**src/rtl/vstep_pkg.sv**
```systemverilog
// Shared constants for the address stepper: widths, port count and
// register index encoding. Assumes exactly a 17-bit address space.
package vstep_pkg;
    localparam int ADDR_W    = 17;
    localparam int DATA_W    = 8;
    localparam int IDX_W     = 3;
    localparam int CODE_W    = 4;
    localparam int NUM_PORTS = 2;
    localparam int PORT_W    = $clog2(NUM_PORTS);

    localparam logic [IDX_W-1:0] IDX_LO    = 3'd0;
    localparam logic [IDX_W-1:0] IDX_MID   = 3'd1;
    localparam logic [IDX_W-1:0] IDX_HI    = 3'd2;
    localparam logic [IDX_W-1:0] IDX_DATA0 = 3'd3;
    localparam logic [IDX_W-1:0] IDX_DATA1 = 3'd4;
    localparam logic [IDX_W-1:0] IDX_CTRL  = 3'd5;

    typedef enum logic [0:0] {
        ST_IDLE = 1'b0,
        ST_WAIT = 1'b1
    } ctrl_state_e;
endpackage

```
**src/rtl/vstep_stride.sv**
```systemverilog
// Stride decoder: turns a 4-bit stride code into an address increment.
// Codes 1..10 are powers of two (1..512), code 0 is zero, and codes
// 11..15 are 40 doubled per step. Purely combinational.
module vstep_stride
    import vstep_pkg::*;
(
    input  logic [CODE_W-1:0] code,
    output logic [ADDR_W-1:0] stride
);
    localparam logic [ADDR_W-1:0] ONE       = ADDR_W'(1);
    localparam logic [ADDR_W-1:0] ROW_BASE  = ADDR_W'(40);
    localparam logic [CODE_W-1:0] LAST_POW2 = CODE_W'(10);

    // Select the power-of-two or row-stride family from the code.
    always_comb begin
        if (code == '0)
            stride = '0;
        else if (code <= LAST_POW2)
            stride = ONE << (code - CODE_W'(1));
        else
            stride = ROW_BASE << (code - (LAST_POW2 + CODE_W'(1)));
    end
endmodule

```
**src/rtl/vstep_pointer.sv**
```systemverilog
// One address pointer with its direction flag and stride code.
// Assumes loads and steps are never requested in the same cycle
// (the controller guarantees this); a step wins if they are.
module vstep_pointer
    import vstep_pkg::*;
(
    input  logic              clk,
    input  logic              rst_n,
    input  logic              ld_lo,
    input  logic              ld_mid,
    input  logic              ld_hi,
    input  logic [DATA_W-1:0] byte_in,
    input  logic              hi_bit,
    input  logic              hi_decr,
    input  logic [CODE_W-1:0] hi_code,
    input  logic              step,
    output logic [ADDR_W-1:0] addr,
    output logic              decr,
    output logic [CODE_W-1:0] code
);
    logic [ADDR_W-1:0] stride;

    vstep_stride u_stride (
        .code   (code),
        .stride (stride)
    );

    // Hold the pointer: reset, step by the stride, or load a byte.
    always_ff @(posedge clk) begin
        if (!rst_n) begin
            addr <= '0;
            decr <= 1'b0;
            code <= '0;
        end else if (step) begin
            addr <= decr ? (addr - stride) : (addr + stride);
        end else begin
            if (ld_lo)
                addr[7:0] <= byte_in;
            if (ld_mid)
                addr[15:8] <= byte_in;
            if (ld_hi) begin
                addr[16] <= hi_bit;
                decr     <= hi_decr;
                code     <= hi_code;
            end
        end
    end
endmodule

```
**src/rtl/vstep_ctrl.sv**
```systemverilog
// Access controller: accepts one processor request at a time. Register
// accesses finish in one cycle; data accesses issue a held memory
// request and finish one cycle after mem_ready. Requests while busy
// are dropped. Assumes the pointer inputs are stable while waiting.
module vstep_ctrl
    import vstep_pkg::*;
(
    input  logic                                clk,
    input  logic                                rst_n,
    input  logic                                cpu_req,
    input  logic                                cpu_we,
    input  logic [IDX_W-1:0]                    cpu_idx,
    input  logic [DATA_W-1:0]                   cpu_wdata,
    input  logic [DATA_W-1:0]                   reg_rdata,
    input  logic [NUM_PORTS-1:0][ADDR_W-1:0]    ptr_addr,
    input  logic [DATA_W-1:0]                   mem_rdata,
    input  logic                                mem_ready,
    output logic                                reg_wr,
    output logic                                step_valid,
    output logic [PORT_W-1:0]                   act_port,
    output logic                                busy,
    output logic                                cpu_ack,
    output logic [DATA_W-1:0]                   cpu_rdata,
    output logic                                mem_req,
    output logic                                mem_we,
    output logic [ADDR_W-1:0]                   mem_addr,
    output logic [DATA_W-1:0]                   mem_wdata
);
    ctrl_state_e       state;
    logic              accept;
    logic              is_data;
    logic [PORT_W-1:0] req_port;

    // Decode the incoming request.
    always_comb begin
        accept   = cpu_req && (state == ST_IDLE);
        is_data  = (cpu_idx >= IDX_DATA0) &&
                   (cpu_idx < IDX_DATA0 + IDX_W'(NUM_PORTS));
        req_port = PORT_W'(cpu_idx - IDX_DATA0);
    end

    assign reg_wr     = accept && !is_data && cpu_we;
    assign step_valid = (state == ST_WAIT) && mem_ready;
    assign busy       = (state != ST_IDLE);

    // Sequence the request, memory handshake and acknowledge.
    always_ff @(posedge clk) begin
        if (!rst_n) begin
            state     <= ST_IDLE;
            cpu_ack   <= 1'b0;
            cpu_rdata <= '0;
            mem_req   <= 1'b0;
            mem_we    <= 1'b0;
            mem_addr  <= '0;
            mem_wdata <= '0;
            act_port  <= '0;
        end else begin
            cpu_ack <= 1'b0;
            case (state)
                ST_IDLE: begin
                    if (accept && is_data) begin
                        state     <= ST_WAIT;
                        mem_req   <= 1'b1;
                        mem_we    <= cpu_we;
                        mem_addr  <= ptr_addr[req_port];
                        mem_wdata <= cpu_wdata;
                        act_port  <= req_port;
                    end else if (accept) begin
                        cpu_ack   <= 1'b1;
                        cpu_rdata <= cpu_we ? '0 : reg_rdata;
                    end
                end
                ST_WAIT: begin
                    if (mem_ready) begin
                        state     <= ST_IDLE;
                        mem_req   <= 1'b0;
                        cpu_ack   <= 1'b1;
                        cpu_rdata <= mem_we ? '0 : mem_rdata;
                    end
                end
                default: state <= ST_IDLE;
            endcase
        end
    end
endmodule

```
**src/rtl/vram_addr_stepper.sv**
```systemverilog
// Top level: register file with port select, two stepping pointers and
// the access controller. Register loads go to the selected pointer;
// steps go to the pointer of the data port that was accessed.
module vram_addr_stepper
    import vstep_pkg::*;
(
    input  logic              clk,
    input  logic              rst_n,
    input  logic              cpu_req,
    input  logic              cpu_we,
    input  logic [2:0]        cpu_idx,
    input  logic [7:0]        cpu_wdata,
    output logic [7:0]        cpu_rdata,
    output logic              cpu_ack,
    output logic              cpu_busy,
    output logic              mem_req,
    output logic              mem_we,
    output logic [16:0]       mem_addr,
    output logic [7:0]        mem_wdata,
    input  logic [7:0]        mem_rdata,
    input  logic              mem_ready
);
    logic [NUM_PORTS-1:0][ADDR_W-1:0] ptr_addr;
    logic [NUM_PORTS-1:0]             ptr_decr;
    logic [NUM_PORTS-1:0][CODE_W-1:0] ptr_code;
    logic [PORT_W-1:0]                sel;
    logic [PORT_W-1:0]                act_port;
    logic                             reg_wr;
    logic                             step_valid;
    logic [DATA_W-1:0]                reg_rdata;

    // Hold the port select bit from the control register.
    always_ff @(posedge clk) begin
        if (!rst_n)
            sel <= '0;
        else if (reg_wr && cpu_idx == IDX_CTRL)
            sel <= cpu_wdata[PORT_W-1:0];
    end

    // Read mux for the address and control registers.
    always_comb begin
        case (cpu_idx)
            IDX_LO:   reg_rdata = ptr_addr[sel][7:0];
            IDX_MID:  reg_rdata = ptr_addr[sel][15:8];
            IDX_HI:   reg_rdata = {ptr_code[sel], ptr_decr[sel], 2'b00,
                                   ptr_addr[sel][16]};
            IDX_CTRL: reg_rdata = DATA_W'(sel);
            default:  reg_rdata = '0;
        endcase
    end

    for (genvar p = 0; p < NUM_PORTS; p++) begin : g_ptr
        logic mine;
        assign mine = reg_wr && (sel == PORT_W'(p));

        vstep_pointer u_ptr (
            .clk     (clk),
            .rst_n   (rst_n),
            .ld_lo   (mine && cpu_idx == IDX_LO),
            .ld_mid  (mine && cpu_idx == IDX_MID),
            .ld_hi   (mine && cpu_idx == IDX_HI),
            .byte_in (cpu_wdata),
            .hi_bit  (cpu_wdata[0]),
            .hi_decr (cpu_wdata[3]),
            .hi_code (cpu_wdata[7:4]),
            .step    (step_valid && act_port == PORT_W'(p)),
            .addr    (ptr_addr[p]),
            .decr    (ptr_decr[p]),
            .code    (ptr_code[p])
        );
    end

    vstep_ctrl u_ctrl (
        .clk        (clk),
        .rst_n      (rst_n),
        .cpu_req    (cpu_req),
        .cpu_we     (cpu_we),
        .cpu_idx    (cpu_idx),
        .cpu_wdata  (cpu_wdata),
        .reg_rdata  (reg_rdata),
        .ptr_addr   (ptr_addr),
        .mem_rdata  (mem_rdata),
        .mem_ready  (mem_ready),
        .reg_wr     (reg_wr),
        .step_valid (step_valid),
        .act_port   (act_port),
        .busy       (cpu_busy),
        .cpu_ack    (cpu_ack),
        .cpu_rdata  (cpu_rdata),
        .mem_req    (mem_req),
        .mem_we     (mem_we),
        .mem_addr   (mem_addr),
        .mem_wdata  (mem_wdata)
    );
endmodule

```
**config.mk**
```make
export PLATFORM = sky130hd
export DESIGN_NAME = vram_addr_stepper
export DESIGN_NICKNAME = d
export VERILOG_FILES = /design/src/rtl/vstep_pkg.sv /design/src/rtl/vstep_stride.sv /design/src/rtl/vstep_pointer.sv /design/src/rtl/vstep_ctrl.sv /design/src/rtl/vram_addr_stepper.sv
export SDC_FILE = /design/constraint.sdc
export NUM_CORES = 1
export LEC_CHECK = 0
export BUFFER_PORTS_ARGS = -buffer_cell sky130_fd_sc_hd__clkbuf_2
export CORE_MARGIN = 1.5
export CORE_UTILIZATION = 50
export CTS_CLUSTER_DIAMETER = 200
export DETAILED_ROUTE_END_ITERATION = 10
export PLACE_DENSITY = 0.78
export SYNTH_ARGS = -nofsm -noshare
export SYNTH_HDL_FRONTEND = slang
export SYNTH_HIERARCHICAL = 1
export SYNTH_SLANG_ARGS = --single-unit
export TNS_END_PERCENT = 1
```
**constraint.sdc**
```tcl
create_clock -name clk -period 4.3 [get_ports clk]
set_input_delay 0.43 -clock clk [delete_from_list [all_inputs] [get_ports clk]]
set_output_delay 0.43 -clock clk [all_outputs]
set_load 0.02 [all_outputs]
```
==> impl_metrics.env, run 1 <==
export IMPL_critPathCaptureType="register"
export IMPL_slew_headroom=0.3571
export IMPL_p_per_area_nw_per_um2=259.7
export IMPL_rsz0062_at_grt="no"
export IMPL_htreeDepth=3
export IMPL_path_cells="nand2b_1, nor3_1, inv_1, ha_1, and3_1, a21oi_1, xnor2_1, ha_1, and3_1, a21oi_1, a21oi_1, a221oi_2, mux2i_1, nor3_1"
export IMPL_path_clk_slew_ns=0.07
export IMPL_dp_cells=1045
export IMPL_synth_distinct_cells=59
export IMPL_ys_seq_area_frac=0.2383
export IMPL_cpPeakStageDelay_ns=0.56
export IMPL_grt_pass1_vias=5623
export IMPL_drt_total_wl_microns=18660
export IMPL_hold_viol=0
export IMPL_place_congestion=0.9533
export IMPL_path_max_fanout=14
export IMPL_cts_tree="built"
export IMPL_synthFlopType="dfxtp_1"
export IMPL_peakVddDrop_mv=0.1806
export IMPL_power_leakage_nw=3.057
export IMPL_cts_setup_buffers=0
export IMPL_start_util=0.5204
export IMPL_antenna_found_initial=0
export IMPL_timing_final_max_slew_violations=0
export IMPL_min_period_over_period=0.8436
export IMPL_async_flop_share=0
export IMPL_cts_root_buf="clkbuf_16"
export IMPL_fin_tns_setup_ns=0
export IMPL_netlist_area_sq_um=6973
export IMPL_die_w_microns=121.1
export IMPL_critical_path_arrival_ns=3.84
export IMPL_io_pins=61
export IMPL_setup_violations=0
export IMPL_fin_nets=940
export IMPL_dpl_hpwl_microns=14000
export IMPL_tightest_slew_ns=0.9644
export IMPL_synth_edf_count=0
export IMPL_cts_resized=0
export IMPL_numCtsBuffers=9
export IMPL_wl_per_cell_microns=17.59
export IMPL_die_h_microns=121.1
export IMPL_cp_startpoint="g_ptr[1].u_ptr/code[0]"
export IMPL_crit_family="simple AND/OR/NAND/NOR gates"
export IMPL_cp_num_buf_inv=1
export IMPL_clock_sinks=83
export IMPL_grt_overflow=0
export IMPL_ys_seq_elements=83
export IMPL_total_power_mw=1.959
export IMPL_critPathKind="reg -> reg"
export IMPL_cap_violations=0
export IMPL_drt_iter0_drc=473
export IMPL_ctsHoldBuffers=0
export IMPL_slowest_stage="dfxtp_1"
export IMPL_drive_above_1_share=0.1424
export IMPL_viasPerCell=5.980
export IMPL_cp_required_ns=4.52
export IMPL_grt_max_degree=70
export IMPL_vias=6345
export IMPL_clock_latency_ns=0.35
export IMPL_status="finished, final reports clean"
export IMPL_fmax_mhz=275.7
export IMPL_drc=0
export IMPL_drt_first_pass_iters=5
export IMPL_cp_common_cell="a21oi_1"
export IMPL_stdcell_count=1061
export IMPL_grtUsageTotal=0.2544
export IMPL_drtAntennaViolNets=0
export IMPL_clock_skew_ns=0.006109
export IMPL_ys_warn_count=6
export IMPL_die_area_sq_um=14660
export IMPL_hold_path_class="in -> reg"
export IMPL_min_from="mem_ready"
export IMPL_cp_start_kind="register"
export IMPL_netlist_instances=859
export IMPL_synthToLayoutAreaGrowth_pct=8.218
export IMPL_grt_pass1_wl_microns=29350
export IMPL_io_buffers=60
export IMPL_timing_rr_start="g_ptr[1].u_ptr/code[0]"
export IMPL_placementRows=42
export IMPL_antenna_cells=0
export IMPL_cts_buffer_depth=2
export IMPL_finalCriticalPeriod_ns=3.627
export IMPL_core_sq_um=13400
export IMPL_syn_avg_cell_area_sq_um=8.118
[where the power goes]
part	internal [mW]	total (mW)	switching, mW
registers	0.782	0.800	0.0180
clock network	0.461	0.812	0.351
logic	0.141	0.347	0.207
[routing by layer]
metal	GRT usage	vias up	part of all wire
met5	0	-	0
met4	0.1037	0	0.035
met3	0.04652	46	0.074
met2	0.3867	261	0.43
met1	0.3547	2940	0.46
li1	-	3098	-
[tightest hold or removal path: cells and delay by family]
| kind | cells | cell delay (ns) |
|---|---|---|
| AND/OR/NAND/NOR | 1 | 0.09 |
| AO/OA/AOI/OAI | 1 | 0.07 |
| buffers and inverters | 1 | 0.08 |
[cells in the final DEF (no fill, tap or decap), drive strengths merged, types with 5 or more instances in the layout]
cell type  count
dfxtp         83
nand2         82
mux2i         79
nor2          72
clkbuf        69
a21oi         50
xnor2         50
o21ai         38
a211oi        34
ha            34
mux2          27
nor2b         22
inv           19
nor3          18
nand2b        16
a31oi         15
a21o          14
conb          14
nor3b         13
nand3b        10
a21boi        10
nor4           8
and3b          8
buf            7
and3           6
xor2           6
nand4          6
o211ai         6
o21a           6
or3b           5
or3            5
o22a           5
nand4b         5
[kinds of logic after synthesis]
| logic type | after synthesis | share of synthesized area |
|---|---|---|
| buffers and inverters | 86 | 0.06011 |
| xor gates and xnor gates | 56 | 0.07034 |
| AOI/OAI and AO/OA | 197 | 0.1846 |
| adders and majority gates | 36 | 0.06675 |
| muxes | 106 | 0.1570 |
| and+or+nand+nor | 293 | 0.2218 |
| other | 2 | 0.001077 |
| DFF | 83 | 0.2383 |
[registers in the layout (all words and copies together) (netlist names), 2 cells and up]
| signal | flops |
|---|---|
| g_ptr.u_ptr/addr | 34 |
| g_ptr.u_ptr/code | 8 |
| u_ctrl/mem_addr | 17 |
| u_ctrl/mem_wdata | 8 |
| g_ptr.u_ptr/decr | 2 |
| u_ctrl/cpu_rdata | 8 |
[through the flow]
step | area, sq um | utilization | setup slack [ns] | hold WS, ns
6_report | 7546 | 0.5631 | 0.6726 | 0.3795
4_1_cts | 7546 | 0.5631 | 0.7205 | 0.3715
5_1_grt | 7546 | 0.5631 | 0.3415 | 0.3792
2_1_floorplan | 7018 | - | 1.145 | 0.4468
3_3_place_gp | 7238 | 0.5401 | 0.8157 | 0.4436
3_5_place_dp | 7238 | 0.5401 | 0.7266 | 0.4499
[path summary, 6_finish.rpt]
| path | to | slack (ns) | depth (start not counted) |
|---|---|---|---|
| worst max-delay path | g_ptr[1].u_ptr/addr[14] | 0.67 | 14 |
| worst min-delay path | u_ctrl/busy | 0.38 | 3 |
| worst max register to register | g_ptr[1].u_ptr/addr[14] | 0.67 | 14 |
| worst min register to register | u_ctrl/mem_addr[6] | 0.46 | 2 |
[synth_stat cells, drive strengths merged (10+ instances only)]
library cell  number  area, sq um
dfxtp             83         1662
nand2             82        307.8
mux2i             79        790.8
nor2              72        270.3
a21oi             50        250.2
xnor2             50        437.9
o21ai             38        197.7
clkbuf            37        138.9
a211oi            34        255.2
ha                34        425.4
buf               32        216.5
mux2              27        304.0
nor2b             22        137.6
nor3              18        110.1
nand2b            16        100.1
a31oi             15        93.84
inv               15        56.30
a21o              14        105.1
nor3b             13        102.6
a21boi            10        75.07
nand3b            10        75.07
[final cells by class]
class,count,area (sq um)
timing repair buffer,67,352.8
clock inverter,7,82.58
sequential,83,1662
multi-input combinational,702,4940
inverter,17,63.81
tap,176,220.2
clock buffer,9,225.2
fill,1186,5854
(Power assumes the default switching activity.)
==> run 2, diff against run 1 <==
- ABC_AREA: not set -> 1
- PLACE_DENSITY: 0.78 -> 0.77
- clock period: 4.3 -> 3.6 ns (I/O delays scaled with it)
==> run 2 against run 1 <==
- global-route usage is 0.51 points higher
- final cell count is 47% higher
- synthesized cell count is 54% higher
- sequential cell count stayed put
- critical path type unchanged
==> impl_metrics.env, run 2 <==
export IMPL_cts_root_buf="clkbuf_16"
export IMPL_netlist_area_sq_um=7657
export IMPL_cts_tree="built"
export IMPL_slowest_stage="dfxtp_1"
export IMPL_mostFrequentLayoutCells="nand2_1 (486), inv_1 (191), nor2_1 (130)"
export IMPL_async_flop_share=0
export IMPL_synthFlopType="dfxtp_1"
export IMPL_start_util=0.5075
export IMPL_p_per_area_nw_per_um2=303.7
export IMPL_ys_warn_count=6
export IMPL_synthToLayoutAreaGrowth_pct=8.840
export IMPL_numCtsBuffers=9
export IMPL_drt_total_wl_microns=20930
export IMPL_synth_top_cell_area_share=0.2382
export IMPL_status="finished, final reports clean"
export IMPL_cp_required_ns=3.88
export IMPL_drive_above_1_share=0.1149
export IMPL_largest_register_ffs=34
export IMPL_critical_path_arrival_ns=3.30
export IMPL_cpPeakStageDelay_ns=0.48
export IMPL_reg2reg_depth=19
export IMPL_slew_headroom=0.5093
export IMPL_rsz0062_at_grt="no"
export IMPL_fill_cells=1539
export IMPL_die_area_sq_um=16070
export IMPL_cp_common_cell="nand2_1"
export IMPL_grt_max_degree=40
export IMPL_drt_iter0_drc=570
export IMPL_antenna_found_initial=0
export IMPL_r2r_setup_slack_ns=0.57
export IMPL_drc=0
export IMPL_cp_num_buf_inv=4
export IMPL_place_congestion=0.9496
export IMPL_htreeDepth=3
export IMPL_setup_violations=0
export IMPL_whs_path_depth=3
export IMPL_final_common_cell="nand2_1"
export IMPL_wl_per_cell_microns=13.39
export IMPL_critPathCaptureType="register"
export IMPL_finalCriticalPeriod_ns=3.026
export IMPL_worst_path_stages=19
export IMPL_fmax_mhz=330.5
export IMPL_grtUsageTotal=0.2595
export IMPL_cts_setup_buffers=0
export IMPL_vias=8098
export IMPL_dpl_hpwl_microns=16410
export IMPL_clock_latency_ns=0.35
export IMPL_netlist_instances=1322
export IMPL_clock_sinks=83
export IMPL_placementRows=45
export IMPL_power_leakage_nw=4.461
export IMPL_min_period_over_period=0.8406
export IMPL_cts_buffer_depth=2
export IMPL_min_from="cpu_we"
export IMPL_fin_tns_setup_ns=0
export IMPL_timing_rr_start="g_ptr[0].u_ptr/code[0]"
export IMPL_core_sq_um=15090
export IMPL_die_h_microns=126.8
export IMPL_seqCellArea_sq_um=1662
export IMPL_critPathKind="reg -> reg"
export IMPL_cts_resized=0
export IMPL_synth_distinct_cells=36
export IMPL_ctsHoldBuffers=0
export IMPL_ys_seq_area_frac=0.2170
export IMPL_path_max_fanout=8
export IMPL_syn_avg_cell_area_sq_um=5.792
export IMPL_reg2reg_to="g_ptr[0].u_ptr/addr[15]"
export IMPL_crit_family="simple AND/OR/NAND/NOR gates"
export IMPL_synth_most_common_cell="nand2_1"
export IMPL_drt_first_pass_iters=7
export IMPL_timing_final_max_slew_violations=0
export IMPL_whs_endpoint="u_ctrl/mem_we"
export IMPL_die_w_microns=126.8
export IMPL_io_pins=61
export IMPL_viasPerCell=5.181
export IMPL_cp_start_kind="register"
export IMPL_hold_path_class="in -> reg"
export IMPL_yosys_area_top_type="nand2_1"
export IMPL_clock_skew_ns=0.01068
export IMPL_regMostFlops="g_ptr.u_ptr/addr"
export IMPL_grt_overflow=0
export IMPL_netlist_top_cells_area="nand2_1 (24%), dfxtp_1 (22%), inv_1 (9.4%), nand3_1 (6.6%), nor2_1 (6.4%)"
export IMPL_path_clk_slew_ns=0.07
export IMPL_io_buffers=60
export IMPL_grt_pass1_vias=6954
export IMPL_cap_violations=0
export IMPL_grt_pass1_wl_microns=33480
export IMPL_hold_viol=0
export IMPL_peakVddDrop_mv=0.2124
export IMPL_synth_edf_count=0
export IMPL_fin_nets=1430
export IMPL_reg_largest_list="g_ptr.u_ptr/addr: 34 flops, u_ctrl/mem_addr: 17 flops"
export IMPL_antenna_cells=0
export IMPL_drtAntennaViolNets=0
export IMPL_multi_input_area_sq_um=4961
export IMPL_ys_seq_elements=83
export IMPL_synthTopCellsByCount="nand2_1 (486), inv_1 (191), nor2_1 (130)"
export IMPL_total_power_mw=2.531
export IMPL_path_cells="inv_2, nor3_1, inv_1, ha_1, nand2_1, o21ai_2, o21ai_1, xor2_1, inv_1, ha_1, nand2_1, inv_2, nand2_1, nand2_1, a21oi_1, nand2_1, nand2_1, nand3_1, a21oi_1"
export IMPL_tightest_slew_ns=0.7333
run 2: changes by cell type in the layout (fill, tap and decap cells not counted), moves of 34 or more:
| cell | change |
|---|---|
| nand2_1 | +404 |
| inv_1 | +176 |
| nand3_1 | +97 |
| mux2i_1 | -79 |
| nor2_1 | +58 |
| xnor2_1 | -36 |
| a211oi_1 | -34 |
run 2: routing by layer:
layer  track usage  up-vias  wire (microns)
met5             0        -               0
met4       0.07955        0             586
met3       0.04639       43            1363
met2        0.4240      273            9379
met1        0.3497     3597            9603
li1              -     4185               -
run 2: per-stage QoR:
stage          hold slack (ns)  area, sq um  std cells  setup WS, ns  utilization
2_1_floorplan           0.4390         7702       1334        0.9788            -
3_5_place_dp            0.4537         8021       1547        0.6162       0.5316
6_report                0.2890         8334       1563        0.5739       0.5523
5_1_grt                 0.2960         8334       1563        0.2458       0.5523
3_3_place_gp            0.4479         8021       1547        0.6779       0.5316
4_1_cts                 0.2760         8334       1563        0.5959       0.5523
run 2: cell families (layout without fill, tap and decap cells):
kind of cell	after synthesis	after routing	share of synthesized area
adder cells (fa/ha/maj)	36	36	0.06078
buffers and inverters	252	293	0.1410
AND/OR/NAND/NOR	779	779	0.4270
AO/OA/AOI/OAI	121	121	0.09101
flip-flops	83	83	0.2170
multiplexers	19	19	0.02794
other	2	14	0.0009808
XOR/XNOR	30	30	0.03431
run 2: power by group:
group / switching (mW) / leakage [nW] / internal [mW]
Clock: 0.402 / 0.147 / 0.564
Combinational: 0.385 / 3.64 / 0.191
Sequential: 0.0322 / 0.675 / 0.956
run 2: worst max-delay path by stage:
stage | from | to
2_1_floorplan | g_ptr[0].u_ptr/code[3] | g_ptr[0].u_ptr/addr[15]
3_3_place_gp | g_ptr[0].u_ptr/code[0] | g_ptr[0].u_ptr/addr[16]
3_5_place_dp | g_ptr[0].u_ptr/code[3] | g_ptr[0].u_ptr/addr[15]
4_1_cts | g_ptr[0].u_ptr/code[0] | g_ptr[0].u_ptr/addr[15]
5_1_grt | g_ptr[0].u_ptr/code[0] | g_ptr[0].u_ptr/addr[15]
6_report | g_ptr[0].u_ptr/code[0] | g_ptr[0].u_ptr/addr[15]
run 2: worst register-to-register path: cells and delay by family, from the launching register on:
| family | cells | cell delay, ns |
|---|---|---|
| buf+inv | 4 | 0.32 |
| flops | 1 | 0.48 |
| simple gates | 8 | 0.90 |
| xor+xnor | 1 | 0.15 |
| fa+ha+maj | 2 | 0.57 |
| compound gates | 4 | 0.55 |
run 2: area by class of cell:
| class | count | share of cell area |
|---|---|---|
| multi-input cells | 999 | 0.5953 |
| flip-flops and latches | 83 | 0.1994 |
| inverters | 204 | 0.09188 |
| repair buffers | 73 | 0.04774 |
| clock buffers | 10 | 0.02867 |
| well taps | 188 | 0.02822 |
| clock inverters | 6 | 0.008858 |
